--- config.mk ---
export PLATFORM = sky130hd
export DESIGN_NAME = dcc_track_encoder
export DESIGN_NICKNAME = d
export VERILOG_FILES = /design/src/rtl/dcc_enc_pkg.sv /design/src/rtl/dcc_bit_timer.sv /design/src/rtl/dcc_packet_framer.sv /design/src/rtl/dcc_track_encoder.sv
export SDC_FILE = /design/constraint.sdc
export NUM_CORES = 1
export LEC_CHECK = 0
export ABC_AREA = 1
export ABC_CLOCK_PERIOD_IN_PS = 2600
export BUFFER_PORTS_ARGS = -buffer_cell sky130_fd_sc_hd__buf_2
export CAP_MARGIN = 20
export CELL_PAD_IN_SITES_DETAIL_PLACEMENT = 1
export CELL_PAD_IN_SITES_GLOBAL_PLACEMENT = 2
export CORE_ASPECT_RATIO = 2
export CORE_MARGIN = 5
export CORE_UTILIZATION = 34
export DETAILED_ROUTE_END_ITERATION = 10
export GPL_TIMING_DRIVEN = 0
export PLACE_DENSITY = 0.81
export SETUP_SLACK_MARGIN = 0.3
export SLEW_MARGIN = 20
export SYNTH_ARGS = -nofsm -noshare
export SYNTH_HDL_FRONTEND = slang
export SYNTH_HIERARCHICAL = 1
export SYNTH_SLANG_ARGS = --single-unit
--- constraint.sdc ---
create_clock -name clk -period 2.6 [get_ports clk]
set_clock_uncertainty 0.1 [all_clocks]
set_input_delay 0.26 -clock clk [delete_from_list [all_inputs] [get_ports clk]]
set_output_delay 0.26 -clock clk [all_outputs]
set_load 0.1 [all_outputs]
--- src/rtl/dcc_enc_pkg.sv ---
package dcc_enc_pkg;

    localparam int FRAME_W  = 64;
    localparam int IDLE_LEN = 28;
    // idle body, first bit in the MSB: 8 ones, 10 zeros, 8 ones, one, zero
    localparam logic [IDLE_LEN-1:0] IDLE_SEQ = 28'hFF003FE;

    typedef enum logic {
        PH_PRE  = 1'b0,
        PH_BODY = 1'b1
    } phase_e;

    typedef enum logic [1:0] {
        SRC_IDLE  = 2'd0,
        SRC_HOST  = 2'd1,
        SRC_RESET = 2'd2
    } src_e;

endpackage

--- src/rtl/dcc_bit_timer.sv ---
module dcc_bit_timer #(
    parameter int ONE_HALF  = 4640,
    parameter int ZERO_HALF = 8000
) (
    input  logic clk,
    input  logic rst,
    input  logic clear_i,
    input  logic load_i,
    input  logic bit_i,
    output logic active_o,
    output logic level_o,
    output logic end_o
);
    localparam int MAXH = (ONE_HALF > ZERO_HALF) ? ONE_HALF : ZERO_HALF;
    localparam int CW   = $clog2(2 * MAXH);

    typedef struct packed {
        logic          active;
        logic          value;
        logic [CW-1:0] cnt;
    } tstate_t;

    tstate_t s_d, s_q;
    logic [CW-1:0] half_len;
    logic [CW-1:0] last_cnt;

    always_comb begin
        half_len = s_q.value ? CW'(ONE_HALF) : CW'(ZERO_HALF);
        last_cnt = s_q.value ? CW'(2 * ONE_HALF - 1) : CW'(2 * ZERO_HALF - 1);
        level_o  = s_q.active && (s_q.cnt < half_len);
        end_o    = s_q.active && (s_q.cnt == last_cnt);
        active_o = s_q.active;

        s_d = s_q;
        if (clear_i) begin
            s_d.active = 1'b0;
            s_d.cnt    = '0;
        end else if (load_i) begin
            s_d.active = 1'b1;
            s_d.value  = bit_i;
            s_d.cnt    = '0;
        end else if (s_q.active) begin
            s_d.cnt = s_q.cnt + 1'b1;
        end
    end

    always_ff @(posedge clk) begin
        if (rst) s_q <= '0;
        else     s_q <= s_d;
    end

    // a freshly loaded bit opens with its high half
    p_load_high_r1: assert property (@(posedge clk) disable iff (rst)
        (load_i && !clear_i) |=> level_o);

    // the last cycle of any bit lies in its low half
    p_bit_ends_low_r2: assert property (@(posedge clk) disable iff (rst)
        end_o |-> !level_o);

endmodule

--- src/rtl/dcc_packet_framer.sv ---
module dcc_packet_framer
    import dcc_enc_pkg::*;
#(
    parameter int MAX_BYTES = 5,
    parameter int CNT_W     = $clog2(MAX_BYTES + 1),
    parameter int LEN_W     = $clog2(FRAME_W + 1)
) (
    input  src_e                   sel_i,
    input  logic [8*MAX_BYTES-1:0] data_i,
    input  logic [CNT_W-1:0]       count_i,
    output logic [FRAME_W-1:0]     frame_o,
    output logic [LEN_W-1:0]       len_o
);
    logic [8*MAX_BYTES-1:0] bytes_v;
    int                     n_v;

    always_comb begin
        frame_o = '0;
        len_o   = '0;
        bytes_v = (sel_i == SRC_HOST) ? data_i : '0;
        n_v     = (sel_i == SRC_HOST) ? int'(count_i) : 2;
        if (sel_i == SRC_IDLE) begin
            frame_o = {IDLE_SEQ, {(FRAME_W - IDLE_LEN){1'b0}}};
            len_o   = LEN_W'(IDLE_LEN);
        end else begin
            for (int k = 0; k < MAX_BYTES; k++) begin
                if (k < n_v) begin
                    for (int j = 0; j < 8; j++) begin
                        frame_o[FRAME_W - 1 - 9*k - (7 - j)] = bytes_v[8*k + j];
                    end
                    frame_o[FRAME_W - 9 - 9*k] = (k == n_v - 1);
                end
            end
            len_o = LEN_W'(9 * n_v);
        end
    end

endmodule

--- src/rtl/dcc_track_encoder.sv ---
module dcc_track_encoder
    import dcc_enc_pkg::*;
#(
    parameter int ONE_HALF  = 4640,
    parameter int ZERO_HALF = 8000,
    parameter int PRE_W     = 5,
    parameter int MAX_BYTES = 5,
    parameter int CNT_W     = $clog2(MAX_BYTES + 1)
) (
    input  logic                   clk,
    input  logic                   rst,
    input  logic                   enable,
    input  logic                   prog_mode,
    input  logic [PRE_W-1:0]       pre_len,
    input  logic                   pkt_valid,
    output logic                   pkt_ready,
    input  logic [8*MAX_BYTES-1:0] pkt_data,
    input  logic [CNT_W-1:0]       pkt_count,
    output logic                   track_p,
    output logic                   track_n
);
    localparam int LEN_W = $clog2(FRAME_W + 1);

    typedef struct packed {
        phase_e                 phase;
        logic [PRE_W-1:0]       pre_idx;
        logic [PRE_W-1:0]       pre_n;
        logic [FRAME_W-1:0]     sr;
        logic [LEN_W-1:0]       left;
        logic                   full;
        logic [8*MAX_BYTES-1:0] data;
        logic [CNT_W-1:0]       count;
    } enc_state_t;

    enc_state_t s_d, s_q;

    logic               t_load, t_bit, t_active, t_level, t_end;
    logic               accept;
    src_e               src_sel;
    logic [FRAME_W-1:0] frame;
    logic [LEN_W-1:0]   frame_len;

    assign src_sel = s_q.full ? SRC_HOST : (prog_mode ? SRC_RESET : SRC_IDLE);

    dcc_packet_framer #(
        .MAX_BYTES (MAX_BYTES),
        .CNT_W     (CNT_W),
        .LEN_W     (LEN_W)
    ) u_framer (
        .sel_i   (src_sel),
        .data_i  (s_q.data),
        .count_i (s_q.count),
        .frame_o (frame),
        .len_o   (frame_len)
    );

    dcc_bit_timer #(
        .ONE_HALF  (ONE_HALF),
        .ZERO_HALF (ZERO_HALF)
    ) u_timer (
        .clk      (clk),
        .rst      (rst),
        .clear_i  (!enable),
        .load_i   (t_load),
        .bit_i    (t_bit),
        .active_o (t_active),
        .level_o  (t_level),
        .end_o    (t_end)
    );

    always_comb begin
        s_d    = s_q;
        t_load = 1'b0;
        t_bit  = 1'b1;
        accept = pkt_valid && !s_q.full && (pkt_count != '0)
                 && (int'(pkt_count) <= MAX_BYTES);

        if (!enable) begin
            s_d.phase = PH_PRE;
        end else if (!t_active) begin
            s_d.phase   = PH_PRE;
            s_d.pre_idx = '0;
            s_d.pre_n   = pre_len;
            t_load      = 1'b1;
            t_bit       = (pre_len != '0);
        end else if (t_end) begin
            t_load = 1'b1;
            if (s_q.phase == PH_PRE) begin
                if (s_q.pre_idx == s_q.pre_n) begin
                    s_d.phase = PH_BODY;
                    t_bit     = frame[FRAME_W-1];
                    s_d.sr    = frame << 1;
                    s_d.left  = frame_len - 1'b1;
                    s_d.full  = 1'b0;
                end else begin
                    s_d.pre_idx = s_q.pre_idx + 1'b1;
                    t_bit       = (PRE_W'(s_q.pre_idx + 1'b1) != s_q.pre_n);
                end
            end else begin
                if (s_q.left == '0) begin
                    s_d.phase   = PH_PRE;
                    s_d.pre_idx = '0;
                    s_d.pre_n   = pre_len;
                    t_bit       = (pre_len != '0);
                end else begin
                    t_bit    = s_q.sr[FRAME_W-1];
                    s_d.sr   = s_q.sr << 1;
                    s_d.left = s_q.left - 1'b1;
                end
            end
        end

        if (accept) begin
            s_d.full  = 1'b1;
            s_d.data  = pkt_data;
            s_d.count = pkt_count;
        end
    end

    always_ff @(posedge clk) begin
        if (rst) s_q <= '0;
        else     s_q <= s_d;
    end

    assign pkt_ready = !s_q.full;
    assign track_p   = t_level;
    assign track_n   = t_active && !t_level;

    // dropping enable silences both rails at the next edge
    p_stop_low_r10: assert property (@(posedge clk) disable iff (rst)
        !enable |=> (!track_p && !track_n));

    // a start puts the first preamble half high right away
    p_start_high_r10: assert property (@(posedge clk) disable iff (rst)
        (enable && !t_active) |=> track_p);

    // an accepted beat occupies the buffer
    p_ready_drop_r7: assert property (@(posedge clk) disable iff (rst)
        accept |=> !pkt_ready);

    // a boundary that takes the buffer frees it
    p_take_frees_r8: assert property (@(posedge clk) disable iff (rst)
        (enable && t_end && s_q.phase == PH_PRE && s_q.pre_idx == s_q.pre_n && s_q.full)
        |=> (pkt_ready && s_q.phase == PH_BODY));

    // the preamble index never runs past the sampled length
    p_pre_bound_r4: assert property (@(posedge clk) disable iff (rst)
        (s_q.phase == PH_PRE) |-> (s_q.pre_idx <= s_q.pre_n));

endmodule

[Yosys cells after proc, flatten, opt, wreduce, memory -nomap -nowiden]
Index checks and enable logic that the tools add are counted.
Word-level totals
  register bits: 142
  memories kept: 0
  input bits: 53
  bits in latches: 0
  memory bits (read-only): 0
  bits in writable memories: 0
  output and inout port bits: 3
Operators by class
  bitwise gates (word level): 2
  equality and inequality tests: 16
  $add $sub $neg: 5
  reductions and logical operators: 25
  magnitude comparators: 7
  multiplexer cells: 41
  $mul: 1
  shift-type cells: 0
  div/mod/pow operators: 0
Operators with widths (number)
  72-bit two-way mux: 4
  71-bit two-way mux: 2
  82-bit two-way mux: 1
  3-bit by 32-bit == test with 1-bit output, first input constant: 2
  3-bit by 32-bit less-than comparator with 1-bit output, first input constant: 2
  45-bit two-way mux: 1
  9-bit two-way mux: 5
  11-bit two-way mux: 4
  44-bit two-way mux: 1
  40-bit two-way mux: 1
  2-bit by 32-bit == test with 1-bit output, first input constant: 1
  4-bit by 32-bit == test with 1-bit output, first input constant: 1
  32-bit zero test: 1
  1-bit by 32-bit less-than comparator with 1-bit output, first input constant: 1
  2-bit by 32-bit less-than comparator with 1-bit output, first input constant: 1
  4-bit by 32-bit less-than comparator with 1-bit output, first input constant: 1
  5-bit by 32-bit multiplier with 7-bit output, first input constant: 1
  32-bit by 2-bit subtractor with 32-bit output, second input constant: 1
  14-bit by 1-bit adder with 14-bit output, second input constant: 1
  14-bit == test: 1
  14-bit less-than comparator: 1
  7-bit by 1-bit subtractor with 7-bit output, second input constant: 2
  13-bit two-way mux: 1
  1-bit two-way mux: 12
  other kinds (30): 48

[Depth between registers and ports, before layout]
Gate-level depths: netlist (run 1).
  word-level depth: 17
  depth in mapped cells: 18
  depth with buffers taken out: 17

[Cells and area by module]
Netlist (run 1), hierarchy kept.
Modules (own cells, without submodules)
  dcc_track_encoder: area each 6307.3 um2, instances 1, seq. area each 2502.4 um2, cells each 916
  dcc_bit_timer: area each 984.7 um2, instances 1, seq. area each 320.3 um2, cells each 153
  dcc_packet_framer: area each 777.0 um2, instances 1, seq. area each 0.0 um2, cells each 166

[Least setup slack after synthesis (run 1)]
No wires, ideal clock.
  kind: register -> output
  start point: register u_timer/s_q[8] (netlist name)
  end point: output track_n
  cell stages (with the launch flop): 8
  required time: 2240 ps
  arrival: 3194 ps
  slack: -954 ps
  path through: dfxtp_1 > ha_1 > nand2_1 > o21ai_0 > nand2_1 > nand3_1 > nor2_1 > nor2_1
Between the ends
  longest elaborated chain between the ends: 4
Ends and longest elaborated chain
  from (decl): line dcc_bit_timer.sv:23  | tstate_t s_d, s_q;
  from (signal assigned): line dcc_bit_timer.sv:48  | if (rst) s_q <= '0;
  from (signal assigned): line dcc_bit_timer.sv:49  | else s_q <= s_d;
  14-bit less-than comparator: line dcc_bit_timer.sv:30  | level_o = s_q.active && (s_q.cnt < half_len);
  1-bit logical AND: line dcc_bit_timer.sv:30
  net track_p: line dcc_track_encoder.sv:19  | output logic track_p,
  1-bit zero test: line dcc_track_encoder.sv:127  | assign track_n = t_active && !t_level;
  1-bit logical AND: line dcc_track_encoder.sv:127
  to (decl): line dcc_track_encoder.sv:20  | output logic track_n
The timed path passes the listed nets, and every way through them passes these cells.

==> results of run 1 <==
-- sequential cells by signal (all words and copies together), names as in the netlist --
signal and cells:
u_timer/active_o 1, s_q 125, u_timer/s_q 15
-- kinds of logic after synthesis --
family / Yosys count / synth area share, %
and+or+nand+nor: 730 / 40.1
other: 1 / 0.0465
buffers and inverters: 198 / 12.2
xor gates and xnor gates: 7 / 0.760
DFF: 141 / 35.0
AOI/OAI and AO/OA: 151 / 10.8
adders and majority gates: 7 / 1.09
-- synth_stat cells (9+ instances only) --
master	instances	area [um^2]
sky130_fd_sc_hd__a21oi_1	62	310
sky130_fd_sc_hd__a21oi_2	30	263
sky130_fd_sc_hd__buf_2	25	125
sky130_fd_sc_hd__buf_4	30	225
sky130_fd_sc_hd__clkbuf_1	22	82.6
sky130_fd_sc_hd__dfxtp_1	141	2820
sky130_fd_sc_hd__inv_1	103	387
sky130_fd_sc_hd__inv_2	9	33.8
sky130_fd_sc_hd__nand2_1	404	1520
sky130_fd_sc_hd__nand3_1	78	390
sky130_fd_sc_hd__nand3_2	31	310
sky130_fd_sc_hd__nand4_1	12	75.1
sky130_fd_sc_hd__nor2_1	168	631
sky130_fd_sc_hd__nor3_1	10	50.1
sky130_fd_sc_hd__o21ai_0	52	260
-- report_power, final --
group	leakage, uW	internal [uW]	switching, uW
sequential	0.00115	2230	50.1
combinational	0.00293	258	420
clock	0.000291	1540	961
total	0.00437	4030	1430
-- worst min path at each step --
| stage | from | endpoint | slack (ns) |
|---|---|---|---|
| final | pkt_data[30] | s_q[33] | 0.01 |
| after global routing | pre_len[4] | s_q[119] | 0.02 |
| after CTS | pre_len[4] | s_q[119] | 0.0001 |
| after detailed placement | s_q[71] | s_q[71] | 0.35 |
| after global placement | s_q[46] | s_q[46] | 0.35 |
| after floorplan | rst | u_timer/s_q[14] | 0.23 |
-- repair_timing --
action / 4_1_cts / 5_1_grt
cloned: 3 / 2
hold buffers: 36 / 0
pin swaps: 10 / 14
setup endpoints to repair: 98 / 81
gates resized for setup: 66 / 20
setup buffers: 13 / 3
hold endpoints to repair: 36 / 0
-- worst register-to-register path, stage by stage (launching register included) --
cell and delay, ns:
sky130_fd_sc_hd__dfxtp_4 0.37, sky130_fd_sc_hd__ha_4 0.27, sky130_fd_sc_hd__inv_2 0.03, sky130_fd_sc_hd__nor3_2 0.10, sky130_fd_sc_hd__nand4_1 0.18, sky130_fd_sc_hd__nor2_4 0.15, sky130_fd_sc_hd__buf_4 0.14, sky130_fd_sc_hd__buf_4 0.12
sky130_fd_sc_hd__nand2_4 0.07, sky130_fd_sc_hd__nor2_8 0.12, sky130_fd_sc_hd__buf_12 0.16, sky130_fd_sc_hd__nand2_8 0.09, sky130_fd_sc_hd__buf_8 0.16, sky130_fd_sc_hd__nand2_1 0.08, sky130_fd_sc_hd__a21oi_2 0.06
-- stage by stage --
step	instances	instance area, um^2	TNS (ns)
floorplan	1254	8160	0
global placement	1592	8780	-11.63
detailed placement	1592	8780	-13.51
CTS	1675	10100	0
global route	1680	10300	0
finish	1680	10300	0
-- metal layers --
layer	share of wire, %	up-vias	global-route usage [%]
met3	2.6	30	3.71
met2	58	80	39.7
met5	0	-	0
li1	-	4128	-
met4	1.9	0	6.53
met1	37	3774	19.4
-- final cells by class --
class,instances,area (um^2)
clock buffer,23,468
clock inverter,8,115
sequential,141,2840
multi-input combinational,916,4550
timing repair buffer,111,916
fill,3069,13000
inverter,113,428
buffer,85,648
tap,283,354
==> impl_results.html, run 1 <==
<table>
<tr><th>Metric</th><th>Value</th></tr>
<tr><th colspan="2">Critical path</th></tr>
<tr><td>Worst R2R End</td><td>s_q[96]</td></tr>
<tr><td>Critical path endpoint category</td><td>register</td></tr>
<tr><td>Cell-by-cell trace of the critical path</td><td>ha_4 &gt; inv_2 &gt; nor3_2 &gt; nand4_1 &gt; nor2_4 &gt; buf_4 &gt; buf_4 &gt; nand2_4 &gt; nor2_8 &gt; buf_12 &gt; nand2_8 &gt; buf_8 &gt; nand2_1 &gt; a21oi_2</td></tr>
<tr><td>Start of the worst register-to-register path</td><td>u_timer/s_q[14]</td></tr>
<tr><td>Number of gates on the worst path with buffers counted</td><td>14</td></tr>
<tr><td>Max stage delay on crit path</td><td>0.37 ns</td></tr>
<tr><td>Start point of the critical path</td><td>u_timer/s_q[14]</td></tr>
<tr><td>Register-to-Register Setup Slack</td><td>0.27 ns</td></tr>
<tr><td>Setup crit end</td><td>s_q[96]</td></tr>
<tr><td>Critical path class</td><td>register to register</td></tr>
<tr><td>Cell type with the highest occurrence count on the critical path</td><td>sky130_fd_sc_hd__buf_4</td></tr>
<tr><td>Arrival time of data at the critical path endpoint</td><td>2.53 ns</td></tr>
<tr><td>Buffers and inverters on the worst path</td><td>5</td></tr>
<tr><td>Critical-path top delay cell</td><td>sky130_fd_sc_hd__dfxtp_4</td></tr>
<tr><td>Crit path max fanout</td><td>10</td></tr>
<tr><td>Startpoint types</td><td>register</td></tr>
<tr><td>Worst r2r path cells</td><td>14</td></tr>
<tr><td>Kind of cell with the highest combined delay on the critical path</td><td>simple AND/OR/NAND/NOR gates</td></tr>
<tr><td>WP data required</td><td>2.80 ns</td></tr>
<tr><th colspan="2">GRT</th></tr>
<tr><td>Number of antenna violations at the first check in global routing</td><td>0</td></tr>
<tr><td>Overflow left after global routing</td><td>0</td></tr>
<tr><td>First-pass GRT wire length</td><td>42.7 mm</td></tr>
<tr><td>Via count of the first global-routing pass</td><td>8498</td></tr>
<tr><td>GRT Total Usage</td><td>19.6%</td></tr>
<tr><td>Pin count of the biggest net entering global routing</td><td>17</td></tr>
<tr><th colspan="2">Final layout</th></tr>
<tr><td>Antenna fix cells</td><td>0</td></tr>
<tr><td>Most common cell after layout, fill and taps aside</td><td>sky130_fd_sc_hd__nand2_1</td></tr>
<tr><td>Most used cells in the layout excluding fill and tap cells</td><td>403 x sky130_fd_sc_hd__nand2_1, 164 x sky130_fd_sc_hd__nor2_1, 133 x sky130_fd_sc_hd__dfxtp_1</td></tr>
<tr><td>Layout overhead on the synthesized area</td><td>27.8%</td></tr>
<tr><td>Final Core Density</td><td>44.2%</td></tr>
<tr><td>Total Nets Final</td><td>1445</td></tr>
<tr><td>Fraction of final layout cells sized beyond drive strength 1</td><td>21.1%</td></tr>
<tr><th colspan="2">Yosys</th></tr>
<tr><td>Count of flip-flops with a built-in enable after synthesis</td><td>0</td></tr>
<tr><td>Count of unique library cells instantiated by Yosys</td><td>35</td></tr>
<tr><td>Combined area of all synthesized cells</td><td>8070 um^2</td></tr>
<tr><td>Flop and latch count out of synthesis</td><td>141</td></tr>
<tr><td>Share of flip-flops with an asynchronous set or reset</td><td>0%</td></tr>
<tr><td>Syn_area_per_cell</td><td>6.53 um^2</td></tr>
<tr><td>Post-Synthesis Cells</td><td>1235</td></tr>
<tr><td>Part of the Yosys area used for sequential elements</td><td>35.0%</td></tr>
<tr><td>Most used flip-flop cell after synthesis</td><td>sky130_fd_sc_hd__dfxtp_1</td></tr>
<tr><td>Number of warnings printed during yosys synthesis</td><td>6</td></tr>
<tr><th colspan="2">STA</th></tr>
<tr><td>RSZ-0062 raised after global routing</td><td>yes</td></tr>
<tr><td>Pin slew with the least headroom to its limit</td><td>0.814 ns</td></tr>
<tr><td>Slew HR</td><td>45.7%</td></tr>
<tr><td>Worst slack on hold paths</td><td>0.0116 ns</td></tr>
<tr><td>Max-slew violation count</td><td>0</td></tr>
<tr><td>Post-route setup slack</td><td>0.269 ns</td></tr>
<tr><td>Fin crit period</td><td>2.33 ns</td></tr>
<tr><td>Period Utilization, post-route</td><td>89.7%</td></tr>
<tr><td>Final count of hold timing violations</td><td>0</td></tr>
<tr><td>Total of endpoints with negative setup slack in the final report</td><td>0</td></tr>
<tr><td>FMAX</td><td>0.429 GHz</td></tr>
<tr><th colspan="2">Placement</th></tr>
<tr><td>Worst slack at placement</td><td>-0.288 ns</td></tr>
<tr><td>Final HPWL DP</td><td>19.0 mm</td></tr>
<tr><td>Routability congestion estimate from global placement</td><td>0.786</td></tr>
<tr><td># port buffers</td><td>55</td></tr>
<tr><th colspan="2">Floorplan</th></tr>
<tr><td>Num ports</td><td>56</td></tr>
<tr><td>Initial core utilization</td><td>34.6%</td></tr>
<tr><td>Floorplan die height</td><td>228 um</td></tr>
<tr><td>Width of the die</td><td>119 um</td></tr>
<tr><td>Area of the die</td><td>27100 um^2</td></tr>
<tr><td>Number of rows created at floorplan</td><td>79</td></tr>
<tr><td>Std-Cell Core Area</td><td>23300 um^2</td></tr>
<tr><th colspan="2">Min path</th></tr>
<tr><td>Hold depth</td><td>3</td></tr>
<tr><td>Worst min-delay path class</td><td>input pin to register</td></tr>
<tr><th colspan="2">Clock tree</th></tr>
<tr><td>Total clock buffers created by CTS</td><td>17</td></tr>
<tr><td>Maximum level of the CTS H-tree</td><td>4</td></tr>
<tr><td>Clock tree from TritonCTS</td><td>done</td></tr>
<tr><td>Master cell of the clock root buffer</td><td>sky130_fd_sc_hd__clkbuf_16</td></tr>
<tr><td>Buffer levels on the longest clock path</td><td>2</td></tr>
<tr><td>Clock transition at the registers of the reported paths</td><td>0.06 ns</td></tr>
<tr><td>CTS sink cnt</td><td>141</td></tr>
<tr><td>Clock latency on the worst-skew pair</td><td>0.44 ns</td></tr>
<tr><th colspan="2">Routing</th></tr>
<tr><td>Detailed Route WL</td><td>25.8 mm</td></tr>
<tr><td>Antenna viol nets, final</td><td>0</td></tr>
<tr><td>Total vias in the final route</td><td>8012</td></tr>
<tr><td>DR DRC count</td><td>0</td></tr>
<tr><td>Count of routing violations after the opening detailed-route iteration</td><td>219</td></tr>
<tr><td>Via density per instance</td><td>4.77</td></tr>
<tr><td>WL per Instance</td><td>15.4 um</td></tr>
<tr><td>Initial DRT Pass Iterations</td><td>4</td></tr>
<tr><th colspan="2">Outcome</th></tr>
<tr><td>Status</td><td>complete, no violations</td></tr>
<tr><th colspan="2">Power and ir drop</th></tr>
<tr><td>Total power of the final layout</td><td>5460 uW</td></tr>
<tr><td>Static Leakage</td><td>0.00437 uW</td></tr>
<tr><td>IR Drop Worst-Case VDD</td><td>0.000470 V</td></tr>
<tr><td>Power Dens Cells</td><td>530 nW/um^2</td></tr>
<tr><th colspan="2">Flow run</th></tr>
<tr><td>Max capacitance violation total</td><td>0</td></tr>
</table>
Power figures use the tool's default switching activity.
==> run 2: changes to the inputs <==
- CORE_ASPECT_RATIO: 2 -> 1.2
==> impl_results.html, run 2 (synthesized netlist as in run 1, its figures left out) <==
<table>
<tr><th>Metric</th><th>Value</th></tr>
<tr><th colspan="2">Routing</th></tr>
<tr><td>Total vias in the final route</td><td>8054</td></tr>
<tr><td>Count of routing violations after the opening detailed-route iteration</td><td>213</td></tr>
<tr><td>Initial DRT Pass Iterations</td><td>4</td></tr>
<tr><td>Antenna viol nets, final</td><td>0</td></tr>
<tr><td>DR DRC count</td><td>0</td></tr>
<tr><td>Detailed Route WL</td><td>24.5 mm</td></tr>
<tr><td>Via density per instance</td><td>4.72</td></tr>
<tr><td>WL per Instance</td><td>14.3 um</td></tr>
<tr><th colspan="2">Floorplan</th></tr>
<tr><td>Initial core utilization</td><td>34.7%</td></tr>
<tr><td>Area of the die</td><td>26900 um^2</td></tr>
<tr><td>Num ports</td><td>56</td></tr>
<tr><td>Width of the die</td><td>151 um</td></tr>
<tr><td>Number of rows created at floorplan</td><td>61</td></tr>
<tr><td>Floorplan die height</td><td>179 um</td></tr>
<tr><td>Std-Cell Core Area</td><td>23300 um^2</td></tr>
<tr><th colspan="2">GRT</th></tr>
<tr><td>GRT Total Usage</td><td>18.6%</td></tr>
<tr><td>Via count of the first global-routing pass</td><td>8251</td></tr>
<tr><td>Pin count of the biggest net entering global routing</td><td>17</td></tr>
<tr><td>Number of antenna violations at the first check in global routing</td><td>0</td></tr>
<tr><td>First-pass GRT wire length</td><td>40.1 mm</td></tr>
<tr><td>Overflow left after global routing</td><td>0</td></tr>
<tr><th colspan="2">Outcome</th></tr>
<tr><td>Status</td><td>complete, but fails checks</td></tr>
<tr><td>Violations in the final reports</td><td>hold timing</td></tr>
<tr><th colspan="2">Critical path</th></tr>
<tr><td>Worst R2R End</td><td>s_q[90]</td></tr>
<tr><td>Crit path max fanout</td><td>8</td></tr>
<tr><td>Worst r2r path cells</td><td>14</td></tr>
<tr><td>Startpoint types</td><td>register</td></tr>
<tr><td>Start of the worst register-to-register path</td><td>u_timer/s_q[1]</td></tr>
<tr><td>Register-to-Register Setup Slack</td><td>0.28 ns</td></tr>
<tr><td>Critical path class</td><td>register to register</td></tr>
<tr><td>Arrival time of data at the critical path endpoint</td><td>2.50 ns</td></tr>
<tr><td>Critical path endpoint category</td><td>register</td></tr>
<tr><td>WP data required</td><td>2.78 ns</td></tr>
<tr><th colspan="2">Min path</th></tr>
<tr><td>Worst min-delay path class</td><td>input pin to register</td></tr>
<tr><td>Hold depth</td><td>3</td></tr>
<tr><td>Capture endpoint of the worst hold path</td><td>s_q[36]</td></tr>
<tr><td>Worst Hold Launch</td><td>pkt_data[33]</td></tr>
<tr><th colspan="2">Power and ir drop</th></tr>
<tr><td>IR Drop Worst-Case VDD</td><td>0.000434 V</td></tr>
<tr><td>Static Leakage</td><td>0.00431 uW</td></tr>
<tr><td>Power Dens Cells</td><td>532 nW/um^2</td></tr>
<tr><th colspan="2">STA</th></tr>
<tr><td>Post-route setup slack</td><td>0.282 ns</td></tr>
<tr><td>Total of endpoints with negative setup slack in the final report</td><td>0</td></tr>
<tr><td>Slew HR</td><td>47.7%</td></tr>
<tr><td>RSZ-0062 raised after global routing</td><td>yes</td></tr>
<tr><td>Max-slew violation count</td><td>0</td></tr>
<tr><td>Pin slew with the least headroom to its limit</td><td>0.785 ns</td></tr>
<tr><td>Final count of hold timing violations</td><td>1</td></tr>
<tr><td>Period Utilization, post-route</td><td>89.2%</td></tr>
<tr><td>FMAX</td><td>0.431 GHz</td></tr>
<tr><td>Worst slack on hold paths</td><td>-0.00380 ns</td></tr>
<tr><td>Fin crit period</td><td>2.32 ns</td></tr>
<tr><th colspan="2">Clock tree</th></tr>
<tr><td>Clock tree from TritonCTS</td><td>done</td></tr>
<tr><td>Master cell of the clock root buffer</td><td>sky130_fd_sc_hd__clkbuf_16</td></tr>
<tr><td>Clock transition at the registers of the reported paths</td><td>0.06 ns</td></tr>
<tr><td>Total clock buffers created by CTS</td><td>17</td></tr>
<tr><td>Clock latency on the worst-skew pair</td><td>0.43 ns</td></tr>
<tr><td>CTS sink cnt</td><td>141</td></tr>
<tr><td>Buffer levels on the longest clock path</td><td>2</td></tr>
<tr><td>Maximum level of the CTS H-tree</td><td>4</td></tr>
<tr><th colspan="2">Final layout</th></tr>
<tr><td>Total Nets Final</td><td>1439</td></tr>
<tr><td>Antenna fix cells</td><td>0</td></tr>
<tr><td>Most used cells in the layout excluding fill and tap cells</td><td>400 x sky130_fd_sc_hd__nand2_1, 162 x sky130_fd_sc_hd__nor2_1, 134 x sky130_fd_sc_hd__dfxtp_1</td></tr>
<tr><td>Biggest register</td><td>s_q</td></tr>
<tr><td>Flip-flop count of the largest register, all copies and words added</td><td>125</td></tr>
<tr><td>Fraction of final layout cells sized beyond drive strength 1</td><td>21.7%</td></tr>
<tr><td>Most common cell after layout, fill and taps aside</td><td>sky130_fd_sc_hd__nand2_1</td></tr>
<tr><td>Layout overhead on the synthesized area</td><td>28.5%</td></tr>
<tr><td>Post-route cell area</td><td>10400 um^2</td></tr>
<tr><td>Final Core Density</td><td>44.5%</td></tr>
<tr><th colspan="2">Placement</th></tr>
<tr><td>Worst slack at placement</td><td>-0.192 ns</td></tr>
<tr><td>Routability congestion estimate from global placement</td><td>0.798</td></tr>
<tr><td># port buffers</td><td>55</td></tr>
<tr><td>Final HPWL DP</td><td>17.1 mm</td></tr>
<tr><td>Post-detailed-placement cell area</td><td>8820 um^2</td></tr>
<tr><th colspan="2">Flow run</th></tr>
<tr><td>Max capacitance violation total</td><td>0</td></tr>
</table>
-- run 2: routing by layer --
metal	track usage [%]	routed length (um)	up-vias
met4	4.72	357	0
li1	-	-	4130
met1	22.7	11000	3832
met2	34.0	12700	68
met3	2.68	384	24
met5	0	0	-
-- run 2: critical path, stage by stage (launching register included) --
cell,delay (ns)
sky130_fd_sc_hd__dfxtp_1,0.37
sky130_fd_sc_hd__ha_2,0.23
sky130_fd_sc_hd__nand3_2,0.12
sky130_fd_sc_hd__nor2_4,0.14
sky130_fd_sc_hd__inv_1,0.08
sky130_fd_sc_hd__nor2_4,0.16
sky130_fd_sc_hd__inv_2,0.08
sky130_fd_sc_hd__nor2_4,0.11
sky130_fd_sc_hd__inv_2,0.06
sky130_fd_sc_hd__nor2_4,0.15
sky130_fd_sc_hd__nand2_8,0.11
sky130_fd_sc_hd__buf_12,0.18
sky130_fd_sc_hd__buf_12,0.15
sky130_fd_sc_hd__nand3_2,0.06
sky130_fd_sc_hd__a21oi_2,0.05
-- run 2: final cells by class --
class | instances | area [um^2]
fill | 3038 | 12900
multi-input combinational | 916 | 4630
sequential | 141 | 2830
timing repair buffer | 105 | 848
buffer | 85 | 626
clock buffer | 18 | 429
inverter | 113 | 427
tap | 315 | 394
clock inverter | 14 | 181
-- run 2: worst max-delay path by stage --
stage | startpoint | end | slack [ns] | depth (start not counted)
finish | u_timer/s_q[1] | s_q[90] | 0.28 | 14
global route | u_timer/s_q[14] | s_q[82] | 0.13 | 14
CTS | u_timer/s_q[14] | s_q[76] | 0.28 | 14
detailed placement | u_timer/s_q[14] | s_q[79] | -0.19 | 14
global placement | u_timer/s_q[0] | s_q[96] | -0.22 | 14
floorplan | u_timer/s_q[14] | s_q[76] | 0.33 | 14
-- run 2: repair_timing --
item,CTS,global route
gates cloned,4,1
pin swaps,34,12
buffers inserted,15,3
hold buffers,28,0
hold endpoints to repair,28,0
setup endpoints to repair,97,96
resized for setup,52,39
-- run 2: report_power, final --
group	leakage [uW]	total [uW]	switching, uW	internal, uW
clock	0.000285	2580	1050	1530
combinational	0.00288	665	411	254
sequential	0.00115	2280	49.5	2230
-- run 2: through the flow --
stage	TNS (ns)	total power (uW)	cells
after detailed placement	-8.76	2930	1624
after CTS	0	5570	1703
after global placement	-12.01	2920	1624
after floorplan	0	2750	1254
final	0	5520	1707
after global routing	0	5780	1707
